File: src/rtl/flash_cmd_pkg.sv
package flash_cmd_pkg;

  typedef enum logic [1:0] {
    RM_ARRAY  = 2'd0,
    RM_IDENT  = 2'd1,
    RM_STATUS = 2'd2
  } rd_mode_t;

  typedef enum logic [2:0] {
    CS_IDLE        = 3'd0,
    CS_ERASE_SETUP = 3'd1,
    CS_PROG_SETUP  = 3'd2,
    CS_LOCK_SETUP  = 3'd3,
    CS_BUSY        = 3'd4,
    CS_ABORT       = 3'd5
  } cmd_state_t;

  typedef enum logic [1:0] {
    OP_ERASE = 2'd0,
    OP_PROG  = 2'd1,
    OP_LOCK  = 2'd2
  } op_kind_t;

  localparam logic [7:0] CMD_RD_ARRAY  = 8'hFF;
  localparam logic [7:0] CMD_RD_IDENT  = 8'h90;
  localparam logic [7:0] CMD_RD_STATUS = 8'h70;
  localparam logic [7:0] CMD_ERASE     = 8'h20;
  localparam logic [7:0] CMD_CONFIRM   = 8'hD0;
  localparam logic [7:0] CMD_PROG      = 8'h40;
  localparam logic [7:0] CMD_LOCK      = 8'h60;
  localparam logic [7:0] CMD_LOCK_OK   = 8'h01;

  localparam int ST_READY = 7;
  localparam int ST_SEQ   = 4;
  localparam int ST_VPP   = 3;
  localparam int ST_LOCK  = 1;

endpackage

File: src/rtl/fcc_power.sv
module fcc_power #(
  parameter int RP_MIN_CYC = 13,
  parameter int WAKE_CYC   = 8,
  parameter int RECOV_CYC  = 16
) (
  input  logic clk,
  input  logic rst_n,
  input  logic rp_n,
  output logic pd,
  output logic pd_enter,
  output logic pd_exit,
  output logic wake_done,
  output logic cmd_ok
);
  localparam int RPW      = $clog2(RP_MIN_CYC + 1);
  localparam int POST_MAX = (WAKE_CYC > RECOV_CYC) ? WAKE_CYC : RECOV_CYC;
  localparam int PW       = $clog2(POST_MAX + 1);

  logic [RPW-1:0] rp_cnt_q, rp_cnt_d;
  logic [PW-1:0]  post_q, post_d;
  logic           pd_q, pd_d;

  always_comb begin
    rp_cnt_d = rp_cnt_q;
    post_d   = post_q;
    pd_d     = pd_q;
    if (!rp_n) begin
      if (!pd_q) begin
        if (rp_cnt_q == RPW'(RP_MIN_CYC - 1)) pd_d = 1'b1;
        else                                  rp_cnt_d = rp_cnt_q + 1'b1;
      end
    end else begin
      rp_cnt_d = '0;
      if (pd_q) begin
        pd_d   = 1'b0;
        post_d = '0;
      end else if (post_q != PW'(POST_MAX)) begin
        post_d = post_q + 1'b1;
      end
    end
  end

  always_ff @(posedge clk or negedge rst_n) begin
    if (!rst_n) begin
      rp_cnt_q <= '0;
      post_q   <= PW'(POST_MAX);
      pd_q     <= 1'b0;
    end else begin
      rp_cnt_q <= rp_cnt_d;
      post_q   <= post_d;
      pd_q     <= pd_d;
    end
  end

  assign pd        = pd_q;
  assign pd_enter  = pd_d & ~pd_q;
  assign pd_exit   = pd_q & rp_n;
  assign wake_done = (post_q >= PW'(WAKE_CYC));
  assign cmd_ok    = ~pd_q & rp_n & (post_q >= PW'(RECOV_CYC));

endmodule

File: src/rtl/fcc_cmd_fsm.sv
module fcc_cmd_fsm
  import flash_cmd_pkg::*;
#(
  parameter int AW        = 6,
  parameter int BW        = 4,
  parameter int ERASE_CYC = 40,
  parameter int PROG_CYC  = 10,
  parameter int LOCK_CYC  = 20,
  parameter int ABORT_CYC = 6
) (
  input  logic                  clk,
  input  logic                  rst_n,
  input  logic                  wr_stb,
  input  logic [AW-1:0]         wr_addr,
  input  logic [7:0]            wr_data,
  input  logic                  vpp_ok,
  input  logic                  pd_enter,
  input  logic                  pd_exit,
  input  logic [(1<<(AW-BW))-1:0] lock_vec,
  output rd_mode_t              mode,
  output logic                  busy,
  output logic [7:0]            status,
  output logic                  commit,
  output op_kind_t              op_kind,
  output logic [AW-1:0]         op_addr,
  output logic [7:0]            op_data
);
  localparam int M1   = (ERASE_CYC > PROG_CYC) ? ERASE_CYC : PROG_CYC;
  localparam int M2   = (LOCK_CYC > ABORT_CYC) ? LOCK_CYC : ABORT_CYC;
  localparam int MAXC = (M1 > M2) ? M1 : M2;
  localparam int TW   = $clog2(MAXC + 1);

  cmd_state_t    state_q, state_d;
  rd_mode_t      mode_q, mode_d;
  logic [6:0]    stat_q, stat_d;
  logic [TW-1:0] timer_q, timer_d;
  op_kind_t      kind_q, kind_d;
  logic [AW-1:0] addr_q, addr_d;
  logic [7:0]    data_q, data_d;
  logic          blk_locked;

  assign blk_locked = lock_vec[wr_addr[AW-1:BW]];

  always_comb begin
    state_d = state_q;
    mode_d  = mode_q;
    stat_d  = stat_q;
    timer_d = timer_q;
    kind_d  = kind_q;
    addr_d  = addr_q;
    data_d  = data_q;
    commit  = 1'b0;

    if (pd_enter) begin
      if (state_q == CS_BUSY) begin
        state_d = CS_ABORT;
        timer_d = TW'(ABORT_CYC);
      end else if (state_q != CS_ABORT) begin
        state_d = CS_IDLE;
      end
    end else begin
      if (pd_exit) begin
        mode_d = RM_ARRAY;
        stat_d = '0;
      end
      case (state_q)
        CS_BUSY: begin
          if (timer_q == TW'(1)) begin
            commit  = 1'b1;
            state_d = CS_IDLE;
          end else begin
            timer_d = timer_q - 1'b1;
          end
        end
        CS_ABORT: begin
          if (timer_q == TW'(1)) state_d = CS_IDLE;
          else                   timer_d = timer_q - 1'b1;
        end
        CS_IDLE: begin
          if (wr_stb) begin
            case (wr_data)
              CMD_RD_ARRAY:  mode_d = RM_ARRAY;
              CMD_RD_IDENT:  mode_d = RM_IDENT;
              CMD_RD_STATUS: mode_d = RM_STATUS;
              CMD_ERASE: begin
                mode_d  = RM_STATUS;
                state_d = CS_ERASE_SETUP;
              end
              CMD_PROG: begin
                mode_d  = RM_STATUS;
                state_d = CS_PROG_SETUP;
              end
              CMD_LOCK: begin
                mode_d  = RM_STATUS;
                state_d = CS_LOCK_SETUP;
              end
              default: ;
            endcase
          end
        end
        CS_ERASE_SETUP, CS_PROG_SETUP, CS_LOCK_SETUP: begin
          if (wr_stb) begin
            state_d = CS_IDLE;
            addr_d  = wr_addr;
            data_d  = wr_data;
            if ((state_q == CS_ERASE_SETUP && wr_data != CMD_CONFIRM) ||
                (state_q == CS_LOCK_SETUP  && wr_data != CMD_LOCK_OK)) begin
              stat_d[ST_SEQ] = 1'b1;
            end else if (!vpp_ok) begin
              stat_d[ST_VPP] = 1'b1;
            end else if (state_q != CS_LOCK_SETUP && blk_locked) begin
              stat_d[ST_LOCK] = 1'b1;
            end else begin
              state_d = CS_BUSY;
              case (state_q)
                CS_ERASE_SETUP: begin
                  kind_d  = OP_ERASE;
                  timer_d = TW'(ERASE_CYC);
                end
                CS_PROG_SETUP: begin
                  kind_d  = OP_PROG;
                  timer_d = TW'(PROG_CYC);
                end
                default: begin
                  kind_d  = OP_LOCK;
                  timer_d = TW'(LOCK_CYC);
                end
              endcase
            end
          end
        end
        default: state_d = CS_IDLE;
      endcase
    end
  end

  always_ff @(posedge clk or negedge rst_n) begin
    if (!rst_n) begin
      state_q <= CS_IDLE;
      mode_q  <= RM_ARRAY;
      stat_q  <= '0;
      timer_q <= '0;
      kind_q  <= OP_PROG;
      addr_q  <= '0;
      data_q  <= '0;
    end else begin
      state_q <= state_d;
      mode_q  <= mode_d;
      stat_q  <= stat_d;
      timer_q <= timer_d;
      kind_q  <= kind_d;
      addr_q  <= addr_d;
      data_q  <= data_d;
    end
  end

  assign busy    = (state_q == CS_BUSY) || (state_q == CS_ABORT);
  assign status  = {~busy, stat_q};
  assign mode    = mode_q;
  assign op_kind = kind_q;
  assign op_addr = addr_q;
  assign op_data = data_q;

endmodule

File: src/rtl/fcc_store.sv
module fcc_store
  import flash_cmd_pkg::*;
#(
  parameter int AW = 6,
  parameter int BW = 4
) (
  input  logic                    clk,
  input  logic                    rst_n,
  input  logic                    commit,
  input  op_kind_t                op_kind,
  input  logic [AW-1:0]           op_addr,
  input  logic [7:0]              op_data,
  input  logic [AW-1:0]           rd_addr,
  output logic [7:0]              rd_data,
  output logic [(1<<(AW-BW))-1:0] lock_vec
);
  localparam int DEPTH = 1 << AW;
  localparam int NBLK  = 1 << (AW - BW);
  localparam int NBW   = AW - BW;

  logic [7:0] words [DEPTH];

  for (genvar w = 0; w < DEPTH; w++) begin : g_word
    localparam int BLK = w >> BW;
    logic [7:0] q, d;
    logic       en;
    always_comb begin
      en = 1'b0;
      d  = q;
      if (commit) begin
        if (op_kind == OP_ERASE && op_addr[AW-1:BW] == NBW'(BLK)) begin
          en = 1'b1;
          d  = 8'hFF;
        end else if (op_kind == OP_PROG && op_addr == AW'(w)) begin
          en = 1'b1;
          d  = q & op_data;
        end
      end
    end
    always_ff @(posedge clk or negedge rst_n) begin
      if (!rst_n)  q <= 8'hFF;
      else if (en) q <= d;
    end
    assign words[w] = q;
  end

  for (genvar b = 0; b < NBLK; b++) begin : g_lock
    logic q, en;
    assign en = commit && (op_kind == OP_LOCK) && (op_addr[AW-1:BW] == NBW'(b));
    always_ff @(posedge clk or negedge rst_n) begin
      if (!rst_n)  q <= 1'b0;
      else if (en) q <= 1'b1;
    end
    assign lock_vec[b] = q;
  end

  assign rd_data = words[rd_addr];

endmodule

File: src/rtl/flash_cmd_ctrl.sv
module flash_cmd_ctrl
  import flash_cmd_pkg::*;
#(
  parameter int         AW         = 6,
  parameter int         BW         = 4,
  parameter int         ERASE_CYC  = 40,
  parameter int         PROG_CYC   = 10,
  parameter int         LOCK_CYC   = 20,
  parameter int         ABORT_CYC  = 6,
  parameter int         RP_MIN_CYC = 13,
  parameter int         WAKE_CYC   = 8,
  parameter int         RECOV_CYC  = 16,
  parameter logic [7:0] MFR_ID     = 8'h3C,
  parameter logic [7:0] DEV_ID     = 8'h7A
) (
  input  logic          clk,
  input  logic          rst_n,
  input  logic          ce_n,
  input  logic          oe_n,
  input  logic          we_n,
  input  logic          rp_n,
  input  logic          vpp_ok,
  input  logic [AW-1:0] addr,
  input  logic [7:0]    din,
  output logic [7:0]    dout,
  output logic          dq_oe,
  output logic          ry_by
);
  localparam int NBLK = 1 << (AW - BW);

  logic            we_q;
  logic            wr_stb;
  logic            pd, pd_enter, pd_exit, wake_done, cmd_ok;
  rd_mode_t        mode;
  logic            busy, commit;
  logic [7:0]      status, rd_data;
  op_kind_t        op_kind;
  logic [AW-1:0]   op_addr;
  logic [7:0]      op_data;
  logic [NBLK-1:0] lock_vec;

  always_ff @(posedge clk or negedge rst_n) begin
    if (!rst_n) we_q <= 1'b1;
    else        we_q <= we_n;
  end

  assign wr_stb = ~ce_n & ~we_n & we_q & cmd_ok;

  fcc_power #(
    .RP_MIN_CYC(RP_MIN_CYC), .WAKE_CYC(WAKE_CYC), .RECOV_CYC(RECOV_CYC)
  ) u_power (
    .clk(clk), .rst_n(rst_n), .rp_n(rp_n), .pd(pd), .pd_enter(pd_enter),
    .pd_exit(pd_exit), .wake_done(wake_done), .cmd_ok(cmd_ok)
  );

  fcc_cmd_fsm #(
    .AW(AW), .BW(BW), .ERASE_CYC(ERASE_CYC), .PROG_CYC(PROG_CYC),
    .LOCK_CYC(LOCK_CYC), .ABORT_CYC(ABORT_CYC)
  ) u_fsm (
    .clk(clk), .rst_n(rst_n), .wr_stb(wr_stb), .wr_addr(addr), .wr_data(din),
    .vpp_ok(vpp_ok), .pd_enter(pd_enter), .pd_exit(pd_exit), .lock_vec(lock_vec),
    .mode(mode), .busy(busy), .status(status), .commit(commit),
    .op_kind(op_kind), .op_addr(op_addr), .op_data(op_data)
  );

  fcc_store #(.AW(AW), .BW(BW)) u_store (
    .clk(clk), .rst_n(rst_n), .commit(commit), .op_kind(op_kind),
    .op_addr(op_addr), .op_data(op_data), .rd_addr(addr), .rd_data(rd_data),
    .lock_vec(lock_vec)
  );

  always_comb begin
    if (busy) begin
      dout = status;
    end else begin
      case (mode)
        RM_ARRAY: dout = rd_data;
        RM_IDENT: dout = addr[0] ? DEV_ID : MFR_ID;
        default:  dout = status;
      endcase
    end
  end

  assign dq_oe = ~ce_n & ~oe_n & we_n & ~pd & wake_done;
  assign ry_by = ~busy;

endmodule

File: config.mk
export PLATFORM = sky130hd
export DESIGN_NAME = flash_cmd_ctrl
export DESIGN_NICKNAME = d
export VERILOG_FILES = /design/src/rtl/flash_cmd_pkg.sv /design/src/rtl/fcc_power.sv /design/src/rtl/fcc_cmd_fsm.sv /design/src/rtl/fcc_store.sv /design/src/rtl/flash_cmd_ctrl.sv
export SDC_FILE = /design/constraint.sdc
export NUM_CORES = 1
export LEC_CHECK = 0
export BUFFER_PORTS_ARGS = -buffer_cell sky130_fd_sc_hd__buf_2
export CAP_MARGIN = 10
export CORE_MARGIN = 5
export CORE_UTILIZATION = 54
export DETAILED_ROUTE_END_ITERATION = 12
export PLACE_DENSITY = 0.7
export SLEW_MARGIN = 0
export SYNTH_ARGS = -nofsm -noshare
export SYNTH_HDL_FRONTEND = slang
export SYNTH_SLANG_ARGS = --single-unit
File: constraint.sdc
create_clock -name clk -period 5.3 [get_ports clk]
set_input_delay 0.53 -clock clk [delete_from_list [all_inputs] [get_ports clk]]
set_output_delay 0.53 -clock clk [all_outputs]
set_load 0.03 [all_outputs]
* After elaboration in Yosys (flattened, before gate mapping) *
Index checks and enable logic that the tools add are counted.

operators by class
  reduce and logical (&&, ||, !) cells = 222
  mux-type cells = 375
  bitwise gates (word level) = 84
  order comparisons = 4
  add/sub/neg operators = 3
  equality and inequality tests = 99

operators with widths
  cell                                                 count
  two-way mux 8 bit                                    131
  AND 8 bit                                            64
  two-way mux 1 bit                                    207
  AND reduction 3 bit                                  65
  equality test 6 bit, second input constant           32
  nonzero test 2 bit                                   65
  equality test 6 x 5 -> 1 bit, second input constant  16
  logical AND 1 bit                                    76
  binary-select mux 8 bit (select 6 bit)               1
  equality test 6 x 4 -> 1 bit, second input constant  8
  two-way mux 6 bit                                    7
  two-way mux 3 bit                                    9
  equality test 6 x 3 -> 1 bit, second input constant  4
  equality test 8 x 7 -> 1 bit, second input constant  3
  one-hot mux 6 bit (2 select lines)                   2
  one-hot mux 3 bit (3 select lines)                   2
  equality test 8 bit, second input constant           2
  one-hot mux 8 bit (2 select lines)                   1
  two-way mux 5 bit                                    3
  inequality test 3 bit, second input constant         5
  equality test 6 x 1 -> 1 bit, second input constant  2
  equality test 6 x 2 -> 1 bit, second input constant  2
  two-way mux 4 bit                                    3
  AND 1 bit                                            11
  other kinds (41)                                     66

storage, ports and cells
  input bits = 21
  output and inout port bits = 10
  logic and storage cells = 866
  bits in registers = 557

* Logic depth before layout (Yosys ltp) *
  depth after elaboration = 9
  depth in mapped cells = 10
  gate-level depth less buffers = 8

* Modules after synthesis *
Synthesis repeated with hierarchy kept, for this count alone.

second synthesis, totals
  cells, all modules = 2338
  area, all modules = 25843.5 um^2

by module, submodules not included
  module          area each (um^2)  instances  sequential area each (um^2)  cells each
  fcc_store       23334.9           1          13553.0                      2078
  fcc_cmd_fsm     1685.4            1          752.0                        166
  fcc_power       595.6             1          251.5                        59
  flash_cmd_ctrl  227.7             1          26.3                         35

* Least setup slack after synthesis *
OpenSTA, ideal clock, no wires.

  kind = input-to-output
  start = in addr[1]
  end = out dout[2]
  arrival time = 2.564 ns
  path slack = 2.206 ns
  required time = 4.770 ns
  cell stages on the path = 7
  buffers on the path = 3
  path through = buf_2 > buf_2 > buf_1 > mux4_2 > mux4_2 > a22oi_1 > o211ai_1

on the way
  longest elaborated chain between the ends = 6

ends and longest elaborated chain
  what                                                  line                  RTL
  start, declared                                       flash_cmd_ctrl.sv:23  input logic [AW-1:0] addr,
  NOT 6 -> 7 bit (implied by the code)                  fcc_store.sv:57       assign rd_data = words[rd_addr];
  binary-select mux 8 bit (select 6 bit)                fcc_store.sv:57
  two-way mux 8 bit (implied by the code) (2 in a row)  fcc_store.sv:57
  one-hot mux 8 bit (2 select lines)                    flash_cmd_ctrl.sv:76  case (mode)
  two-way mux 8 bit                                     flash_cmd_ctrl.sv:73  if (busy) begin
  end, declared                                         flash_cmd_ctrl.sv:25  output logic [7:0] dout,

Every way passes these cells. The select of a mux whose other input is x is not followed.

* Worst setup path in the final report *
  start = in addr[5]
  end = out dout[1]

The elaborated chain is that of the path after synthesis.

==> results.cfg <==
[timing]
hold_violations = 0
rsz0062_at_grt = false
fin_crit_ns = 3.873
finalMaxSlewViolations = 0
clock_skew_ns = 0.01509
fmaxAchievable_mhz = 258.2
relSlewSlack_pct = 16.13
setup-tns-final_ns = 0
post-route-period-util_pct = 73.07
worst_pin_slew_ns = 1.258
setup_viol = 0

[synthesis]
syn_area_per_cell_sq_um = 11.15
syn_nets = 2330
synth.area.top_cells = dfstp_2, mux4_2, o21ai_0
synth_top_cell_by_area = dfstp_2
synthCells = 2303
muxShareOfSynthArea_pct = 13.95
ys.flop_type = dfstp_2
synth_edf_count = 0
ys_seq_area_share_pct = 56.81
synth_xor_xnor_area_share_pct = 0.1365
synthAdderAreaFrac_pct = 0.2925
synthDistinctLibCells = 70
synth_top_area_share_pct = 52.71
synth_compound_area_share_pct = 12.61
synth_area_sq_mm = 0.02567
synth_top_family_by_area = multiplexers
async_flop_share_pct = 100.0
synth_warnings = 0
ys_ff_latch = 557
synthSimpleGateAreaFrac_pct = 12.70

[worst_setup_path]
crit_path_end_kind = output pin
worstPathMaxFanout = 24
crit_arrival_ns = 3.34
crit_type = in -> out
required_ns = 4.77
startpoint_type = input pin

[drt]
drc = 0
vias = 18750
drt-total-wl_microns = 71450
vias_per_cell = 6.455
avgRoutedWirePerCell_microns = 24.60
first_iter_violations = 2214
drtAntennaViolNets = 0
firstDrtPassIters = 6

[clock_tree]
cts_tree = done
insertion_delay_ns = 0.61
cts_root_buf = clkbuf_16
post-cts-setup-buffers = 0
clk_pin_slew_ns = 0.06
cts_sinks = 557
htree_levels = 2
ctsResizeCount = 0
clk_path_buf_depth = 3
cts_hold_buf = 1
numCtsBuffers = 57

[power]
p_per_area_mw_per_mm2 = 391.4
leakage_nw = 13.33
total_power_mw = 10.99
vdd_drop_max_v = 0.0002313

[cells_and_area]
antenna_cells = 0
multi_input_area_sq_mm = 0.01023
area_growth_pct = 9.432
nets = 2279
drive_gt1_share_pct = 37.77
nFillCells = 3691
seq_area_sq_mm = 0.01459

[global_routing]
antenna_found_initial = 0
grt_pass1_wl_microns = 111800
grt.total_usage_pct = 27.09
grt_max_degree = 156
grt_pass1_vias = 18790
grt-ovfl-total = 0

[floorplan]
die_area_sq_mm = 0.05200
fp.dieW_microns = 228.0
core.rowCount = 79
core_area_sq_mm = 0.04675
fp.dieH_microns = 228.0
io_pins = 31
start_util_pct = 54.90

[placed_design]
place_congestion = 0.9313
io_buffers = 30
place.detailed.hpwl_microns = 43670

[run]
maxCapViolCount = 0

[outcome]
outcome = complete, no violations

[min_path]
hold_path_class = in -> reg
==> Yosys cell counts (13+ instances only) <==
cell type	count
nor3_1	16
nor2_1	40
buf_2	67
inv_1	15
o21ai_0	508
o21ai_1	22
nand2_1	612
mux2_2	13
dfrtp_1	42
mux4_2	138
clkbuf_1	83
a21oi_1	17
nand3_1	18
mux2i_1	20
dfstp_2	515
==> cell usage in the layout, fill, tap and decap left out, types with 20 or more instances in the layout <==
cell type / instances
nand2_1: 609
dfstp_2: 515
o21ai_0: 508
mux4_2: 138
clkbuf_16: 59
nor2_1: 40
dfrtp_1: 34
buf_2: 26
buf_4: 25
o21ai_1: 22
mux2i_1: 20
==> through the flow <==
stage	hold slack, ns	cell area, sq um	utilization [%]	cells	setup WS, ns
after floorplan	0.2344	25670	-	2303	2.206
after CTS	0.02656	28040	59.96	2903	1.440
after global routing	0.03876	28090	60.08	2905	1.303
after global placement	0.4344	26110	55.84	2797	1.522
after detailed placement	0.4515	26110	55.84	2797	1.444
final	0.05618	28090	60.08	2905	1.427
==> final cells by class <==
| class | instances | area share, % |
|---|---|---|
| inverters | 16 | 0.2138 |
| flip-flops and latches | 557 | 51.95 |
| clock inverters | 19 | 0.7438 |
| multi-input cells | 1558 | 36.43 |
| clock buffers | 86 | 6.080 |
| repair buffers | 62 | 1.884 |
| well taps | 607 | 2.704 |
==> flip-flops by register name (all words and copies together), names as in the netlist <==
register          cells
u_fsm.stat_q          3
we_q                  1
u_fsm.op_kind         2
u_store.g_lock.q      4
u_fsm.state_q         3
u_power.pd            1
u_store.g_word.q    512
u_fsm.op_data         8
u_power.rp_cnt_q      4
u_fsm.op_addr         6
u_power.post_q        5
u_fsm.mode            2
u_fsm.timer_q         6
==> kinds of logic (layout without fill, tap and decap cells) <==
group	after synthesis	count (layout)
buf+inv	188	183
mux	176	176
flops	557	557
fa+ha+maj	6	6
xor+xnor	4	4
simple gates	765	765
compound gates	607	607
==> where the power goes <==
| group | switching (mW) | internal [mW] | total (mW) |
|---|---|---|---|
| sequential | 0.706 | 4.86 | 5.57 |
| combinational | 0.830 | 0.489 | 1.32 |
| clock | 1.70 | 2.41 | 4.11 |
==> worst paths after layout <==
kind	to	startpoint	cells after the start	slack [ns]
max reg2reg	u_fsm.timer_q[2]$_DFFE_PN0P_	u_power.rp_cnt_q[0]$_DFFE_PN0P_	8	2.07
min	we_q$_DFF_PN1_	we_n	1	0.06
max	dout[1]	addr[5]	7	1.43
min in group asynchronous	u_fsm.timer_q[2]$_DFFE_PN0P_	rst_n	2	0.52
min reg2reg	u_store.g_lock[1].q$_DFFE_PN0P_	u_store.g_lock[1].q$_DFFE_PN0P_	1	0.47
max in group asynchronous	u_store.g_word[58].q[3]$_DFFE_PN1P_	rst_n	3	3.43
==> worst max-delay path, stage by stage <==
cell and delay, ns:
buf_2 0.61, inv_1 0.55, buf_4 0.37, mux4_2 0.46, mux2i_1 0.23, o2111ai_1 0.27
buf_2 0.29
==> routing by layer <==
metal	vias to the layer above	wire length [microns]	GRT usage, %
li1	7973	-	-
met1	9683	28910	37.81
met2	910	32990	41.16
met3	185	6849	7.429
met4	0	2702	10.25
met5	-	0	0
Power figures use the tool's default switching activity.
